### config.mk
export PLATFORM = sky130hd
export DESIGN_NAME = irq_nest_ctrl
export DESIGN_NICKNAME = d
export VERILOG_FILES = /design/src/rtl/irq_pkg.sv /design/src/rtl/irq_qualify.sv /design/src/rtl/irq_pick.sv /design/src/rtl/irq_inservice.sv /design/src/rtl/irq_nest_ctrl.sv
export SDC_FILE = /design/constraint.sdc
export NUM_CORES = 1
export LEC_CHECK = 0
export BUFFER_PORTS_ARGS = -buffer_cell sky130_fd_sc_hd__buf_2
export CORE_UTILIZATION = 48
export CTS_CLUSTER_DIAMETER = 40
export DETAILED_ROUTE_END_ITERATION = 8
export PLACE_DENSITY = 0.8
export SYNTH_ARGS = -nofsm -noshare
export SYNTH_HDL_FRONTEND = slang
export SYNTH_HIERARCHICAL = 1
export SYNTH_SLANG_ARGS = --single-unit
export TNS_END_PERCENT = 50
### constraint.sdc
create_clock -name clk -period 3.8 [get_ports clk]
set_input_delay 0.95 -clock clk [delete_from_list [all_inputs] [get_ports clk]]
set_output_delay 0.95 -clock clk [all_outputs]
set_load 0.005 [all_outputs]
### src/rtl/irq_pkg.sv
package irq_pkg;
    localparam int NSRC  = 11;
    localparam int IDXW  = $clog2(NSRC);
    localparam int VEC_W = 16;
    localparam int WDT_IDX = 1;

    typedef enum logic {ST_IDLE, ST_REQUEST} arb_state_e;

    function automatic logic [VEC_W-1:0] vec_addr(input logic [IDXW-1:0] idx);
        logic [VEC_W-1:0] v;
        unique case (idx)
            4'd0:    v = 16'h0043;
            4'd1:    v = 16'h005B;
            4'd2:    v = 16'h0003;
            4'd3:    v = 16'h0033;
            4'd4:    v = 16'h000B;
            4'd5:    v = 16'h0013;
            4'd6:    v = 16'h001B;
            4'd7:    v = 16'h003B;
            4'd8:    v = 16'h0023;
            4'd9:    v = 16'h002B;
            4'd10:   v = 16'h0053;
            default: v = '0;
        endcase
        return v;
    endfunction
endpackage

### src/rtl/irq_qualify.sv
module irq_qualify
    import irq_pkg::*;
(
    input  logic [NSRC-1:0] req,
    input  logic [NSRC-1:0] en,
    input  logic [NSRC-1:0] prio,
    input  logic            glob_en,
    input  logic            wdt_mode,
    output logic [NSRC-1:0] hi_pend,
    output logic [NSRC-1:0] lo_pend
);
    logic unused_wdt_bits;
    assign unused_wdt_bits = en[WDT_IDX] ^ prio[WDT_IDX];

    for (genvar i = 0; i < NSRC; i++) begin : g_src
        if (i == WDT_IDX) begin : g_wdt
            assign hi_pend[i] = req[i] & wdt_mode;
            assign lo_pend[i] = 1'b0;
        end else begin : g_mask
            logic live;
            assign live       = req[i] & en[i] & glob_en;
            assign hi_pend[i] = live & prio[i];
            assign lo_pend[i] = live & ~prio[i];
        end
    end
endmodule

### src/rtl/irq_pick.sv
module irq_pick
    import irq_pkg::*;
(
    input  logic [NSRC-1:0] pend,
    output logic            found,
    output logic [IDXW-1:0] idx
);
    always_comb begin
        found = |pend;
        idx   = '0;
        for (int i = NSRC - 1; i >= 0; i--) begin
            if (pend[i]) idx = IDXW'(i);
        end
    end
endmodule

### src/rtl/irq_inservice.sv
module irq_inservice (
    input  logic       clk,
    input  logic       rst_n,
    input  logic       take_hi,
    input  logic       take_lo,
    input  logic       reti,
    output logic [1:0] active
);
    logic hi_q, lo_q;

    always_ff @(posedge clk) begin
        if (!rst_n) begin
            hi_q <= 1'b0;
            lo_q <= 1'b0;
        end else begin
            if (take_hi)      hi_q <= 1'b1;
            else if (reti && hi_q) hi_q <= 1'b0;
            if (take_lo)      lo_q <= 1'b1;
            else if (reti && !hi_q) lo_q <= 1'b0;
        end
    end

    assign active = {hi_q, lo_q};


    reti_order_chk: assert property (@(posedge clk) disable iff (!rst_n)
        (reti && hi_q && !take_hi && !take_lo) |=> (!hi_q && $stable(lo_q)));

    take_sets_chk: assert property (@(posedge clk) disable iff (!rst_n)
        take_hi |=> hi_q);
endmodule

### src/rtl/irq_nest_ctrl.sv
module irq_nest_ctrl
    import irq_pkg::*;
(
    input  logic             clk,
    input  logic             rst_n,
    input  logic [NSRC-1:0]  irq_req,
    input  logic [NSRC-1:0]  irq_en,
    input  logic [NSRC-1:0]  irq_prio,
    input  logic             glob_en,
    input  logic             wdt_mode,
    input  logic             core_ack,
    input  logic             core_reti,
    output logic             irq_strobe,
    output logic [VEC_W-1:0] irq_vector,
    output logic [1:0]       isr_level
);
    logic [NSRC-1:0] hi_pend, lo_pend;
    logic            hi_found, lo_found;
    logic [IDXW-1:0] hi_idx, lo_idx;

    irq_qualify u_qual (
        .req(irq_req), .en(irq_en), .prio(irq_prio),
        .glob_en(glob_en), .wdt_mode(wdt_mode),
        .hi_pend(hi_pend), .lo_pend(lo_pend)
    );
    irq_pick u_pick_hi (.pend(hi_pend), .found(hi_found), .idx(hi_idx));
    irq_pick u_pick_lo (.pend(lo_pend), .found(lo_found), .idx(lo_idx));

    arb_state_e      state_q, state_d;
    logic [IDXW-1:0] sel_idx_q, sel_idx_d;
    logic            sel_hi_q, sel_hi_d;
    logic            take;

    // Grant eligibility against the in-service flags.
    logic cand_ok, cand_hi;
    logic [IDXW-1:0] cand_idx;
    always_comb begin
        cand_ok  = 1'b0;
        cand_hi  = 1'b0;
        cand_idx = '0;
        if (hi_found && !isr_level[1]) begin
            cand_ok  = 1'b1;
            cand_hi  = 1'b1;
            cand_idx = hi_idx;
        end else if (lo_found && isr_level == 2'b00) begin
            cand_ok  = 1'b1;
            cand_idx = lo_idx;
        end
    end

    // Next-state logic.
    always_comb begin
        state_d   = state_q;
        sel_idx_d = sel_idx_q;
        sel_hi_d  = sel_hi_q;
        unique case (state_q)
            ST_IDLE: if (cand_ok) begin
                state_d   = ST_REQUEST;
                sel_idx_d = cand_idx;
                sel_hi_d  = cand_hi;
            end
            ST_REQUEST: if (core_ack) state_d = ST_IDLE;
            default: state_d = ST_IDLE;
        endcase
    end

    // State register.
    always_ff @(posedge clk) begin
        if (!rst_n) begin
            state_q   <= ST_IDLE;
            sel_idx_q <= '0;
            sel_hi_q  <= 1'b0;
        end else begin
            state_q   <= state_d;
            sel_idx_q <= sel_idx_d;
            sel_hi_q  <= sel_hi_d;
        end
    end

    // Outputs.
    always_comb begin
        irq_strobe = (state_q == ST_REQUEST);
        irq_vector = irq_strobe ? vec_addr(sel_idx_q) : '0;
        take       = irq_strobe && core_ack;
    end

    irq_inservice u_isr (
        .clk(clk), .rst_n(rst_n),
        .take_hi(take && sel_hi_q), .take_lo(take && !sel_hi_q),
        .reti(core_reti), .active(isr_level)
    );


    hold_until_ack_chk: assert property (@(posedge clk) disable iff (!rst_n)
        (irq_strobe && !core_ack) |=> (irq_strobe && $stable(irq_vector)));

    no_grant_in_high_chk: assert property (@(posedge clk) disable iff (!rst_n)
        (irq_strobe && !$past(irq_strobe)) |-> !$past(isr_level[1]));

    no_low_over_low_chk: assert property (@(posedge clk) disable iff (!rst_n)
        (irq_strobe && !$past(irq_strobe) && $past(isr_level[0])) |-> sel_hi_q);

    gate_masks_chk: assert property (@(posedge clk) disable iff (!rst_n)
        (irq_strobe && !$past(irq_strobe) && !$past(glob_en)) |-> (sel_idx_q == IDXW'(WDT_IDX)));

    vector_form_chk: assert property (@(posedge clk) disable iff (!rst_n)
        irq_strobe |-> (irq_vector[2:0] == 3'b011));
endmodule

==> results.sh <==
export IMPL_switching_power_w=0.000148
export IMPL_hold_start="sel_hi_q"
export IMPL_drive_gt1_share_pct=27.5
export IMPL_required_ns=3.96
export IMPL_dr_pass1_iters=5
export IMPL_tightest_slew_ns=0.589
export IMPL_drtAntennaViolNets=0
export IMPL_areaGrowthSynthToFinish_pct=13.0
export IMPL_intPower_w=0.000274
export IMPL_drc_errors=0
export IMPL_start_kind="input pin"
export IMPL_combinationalPowerShare_pct=40.3
export IMPL_critPathKind="input pin to register"
export IMPL_whs_path_depth=2
export IMPL_arrival_ns=3.49
export IMPL_dr_total_vias=1378
export IMPL_synth_distinct_cells=45
export IMPL_final_cell_mix="buf_2, nor2_1, dfxtp_1"
export IMPL_fp_dieArea_sq_um=3030
export IMPL_ctsHoldBuffers=0
export IMPL_die_x_microns=55.1
export IMPL_synth_enable_flop_cells=0
export IMPL_rrSetupSlack_ns=1.89
export IMPL_fin_area_sq_um=1530
export IMPL_holdWs_ns=0.487
export IMPL_ys_ff_latch=13
export IMPL_cts_sinks=13
export IMPL_seqPwrFrac_pct=39.5
export IMPL_gp_congestion=0.836
export IMPL_drt_iter0_markers=25
export IMPL_reg2reg_from="u_isr/hi_q"
export IMPL_switching_share_pct=35.1
export IMPL_row_count=18
export IMPL_fin_crit_ns=3.32
export IMPL_max_stage_delay_ns=0.49
export IMPL_clk_pin_slew_ns=0.07
export IMPL_start_util_pct=52.7
export IMPL_cts_made_buffers=3
export IMPL_fmax_mhz=301
export IMPL_grt_ovfl_total=0
export IMPL_port_buffers=45
export IMPL_syn_area_sq_um=1350
export IMPL_worst_path_max_fanout=20
export IMPL_cts_root_buffer="clkbuf_4"
export IMPL_tns_ns=0
export IMPL_totalPowerFinal_w=0.000421
export IMPL_path_cells="buf_2 -> and4_1 -> nor4_1 -> nand4_1 -> nand2b_1 -> mux2i_4 -> and4b_1 -> a221o_1"
export IMPL_finalNonFillerCells=234
export IMPL_post_cts_buffers=0
export IMPL_track_usage_pct=23.4
export IMPL_pwr_density_cell_nw_per_um2=276
export IMPL_io_pins=58
export IMPL_avgRoutedWirePerCell_microns=13.2
export IMPL_grt_pass1_vias=1310
export IMPL_end_kind="register"
export IMPL_r2r_cells=4
export IMPL_clock_skew_ns=0.00263
export IMPL_async_reset_ff_share_pct=0
export IMPL_ys_seq_area_share_pct=19.2
export IMPL_n_antenna_cell=0
export IMPL_min_to="sel_hi_q"
export IMPL_grt_pass1_wl_mm=5.27
export IMPL_synth_cells=165
export IMPL_hp_class="register to register"
export IMPL_post_cts_resized=0
export IMPL_drt_wl_total_mm=3.08
export IMPL_viasPerCell=5.89
export IMPL_synth_area_leaders="dfxtp_1, buf_4, and4b_1"
export IMPL_timing_final_crit_share_pct=87.4
export IMPL_regArea_sq_um=260
export IMPL_clkLatencyLatePin_ns=0.27
export IMPL_placed_area_sq_um=1500
export IMPL_final_hold_violation_count=0
export IMPL_outcome="finished clean"
export IMPL_slew_headroom_pct=60.4
export IMPL_cp_slowest_cell="nor4_1"
export IMPL_die_h_microns=55.1
export IMPL_yosysTopAreaCellShare_pct=19.2
export IMPL_max_vdd_ir_drop_v=0.000301
export IMPL_antenna_found_initial=0
export IMPL_yosys_warnings=6
export IMPL_setup_violations=0
export IMPL_rsz0062_at_grt="no"
export IMPL_drv_cap=0
export IMPL_core_area_sq_um=2570
export IMPL_power_leakage_nw=0.737
export IMPL_cts_buffer_depth=2
export IMPL_htree_levels=1
export IMPL_post_place_cells=230
export IMPL_synth_top_area_cell="dfxtp_1"
export IMPL_post_dp_hpwl_mm=2.56
export IMPL_nFillCells=234
export IMPL_synth_ff_type="dfxtp_1"
export IMPL_syn_area_per_cell_sq_um=8.20
export IMPL_clock_power_share_pct=20.2
export IMPL_grt_max_degree=21
export IMPL_final_common_cell="buf_2"
export IMPL_final_net_count=244
export IMPL_cts_tree="done"
export IMPL_multiInputGateArea_sq_um=948
export IMPL_slew_violations=0
[power groups by stage]
stage / clock network, W / registers, W / logic [W]
after floorplan: 0 / 0.000166 / 0.000139
after global placement: 0 / 0.000169 / 0.000159
after detailed placement: 0 / 0.000169 / 0.000167
after CTS: 0.0000870 / 0.000166 / 0.000168
after global routing: 0.0000900 / 0.000169 / 0.000192
final: 0.0000849 / 0.000167 / 0.000170
[layout make-up]
class	instances	area share [%]
clock buffers	4	1.72
inverters	6	1.47
multi-input cells	135	62.1
flip-flops and latches	13	17.0
well taps	30	2.46
repair buffers	46	15.2
[critical path, delay by kind of cell]
kind	cells	cell delay, ns
AO/OA/AOI/OAI	1	0.34
buffers and inverters	1	0.18
multiplexers	1	0.34
AND/OR/NAND/NOR	5	1.66
[Yosys cell counts (all sizes together), types with 2 or more instances]
master and count:
o211ai 3, and3 4, o21a 3, and2 8, dfxtp 13, o211a 3, nand4 3, inv 6
a221o 3, a21boi 3, buf 19, nor4 2, nand2b 6, o21ai 5, and4b 11, nor3 3
nor2 17, mux2i 7, and4 10, conb 2, a221oi 2, nand2 8, nor3b 4, o31ai 2
nor2b 4, nand3 3
[per-stage QoR]
step / utilization [%] / setup WS, ns
2_1_floorplan: - / 0.837
3_3_place_gp: 58.5 / 0.309
3_5_place_dp: 58.5 / 0.263
4_1_cts: 59.5 / 0.548
5_1_grt: 59.5 / 0.205
6_report: 59.5 / 0.477
[per-layer routing]
metal / vias up / global-route usage [%] / wire [microns]
met4: 0 / 8.33 / 73
met1: 614 / 27.0 / 1260
met3: 12 / 3.28 / 266
li1: 672 / - / -
met2: 80 / 43.4 / 1480
met5: - / 0 / 0
[cells by family (layout without fill, tap and decap cells)]
family | after synthesis | count (layout) | synth area share, %
simple gates | 87 | 87 | 41.1
compound gates | 30 | 30 | 18.0
buf+inv | 26 | 56 | 13.1
flops | 13 | 13 | 19.2
mux | 7 | 7 | 7.96
other cells | 2 | 11 | 0.555
[how the worst max path moves through the flow]
stage | from | to | slack, ns | depth (start not counted)
2_1_floorplan | glob_en | register | 0.84 | 9
3_3_place_gp | glob_en | register | 0.31 | 8
3_5_place_dp | glob_en | register | 0.26 | 8
4_1_cts | glob_en | register | 0.55 | 8
5_1_grt | glob_en | register | 0.20 | 8
6_report | glob_en | register | 0.48 | 8
No activity file was read; power rests on OpenSTA's default activity.
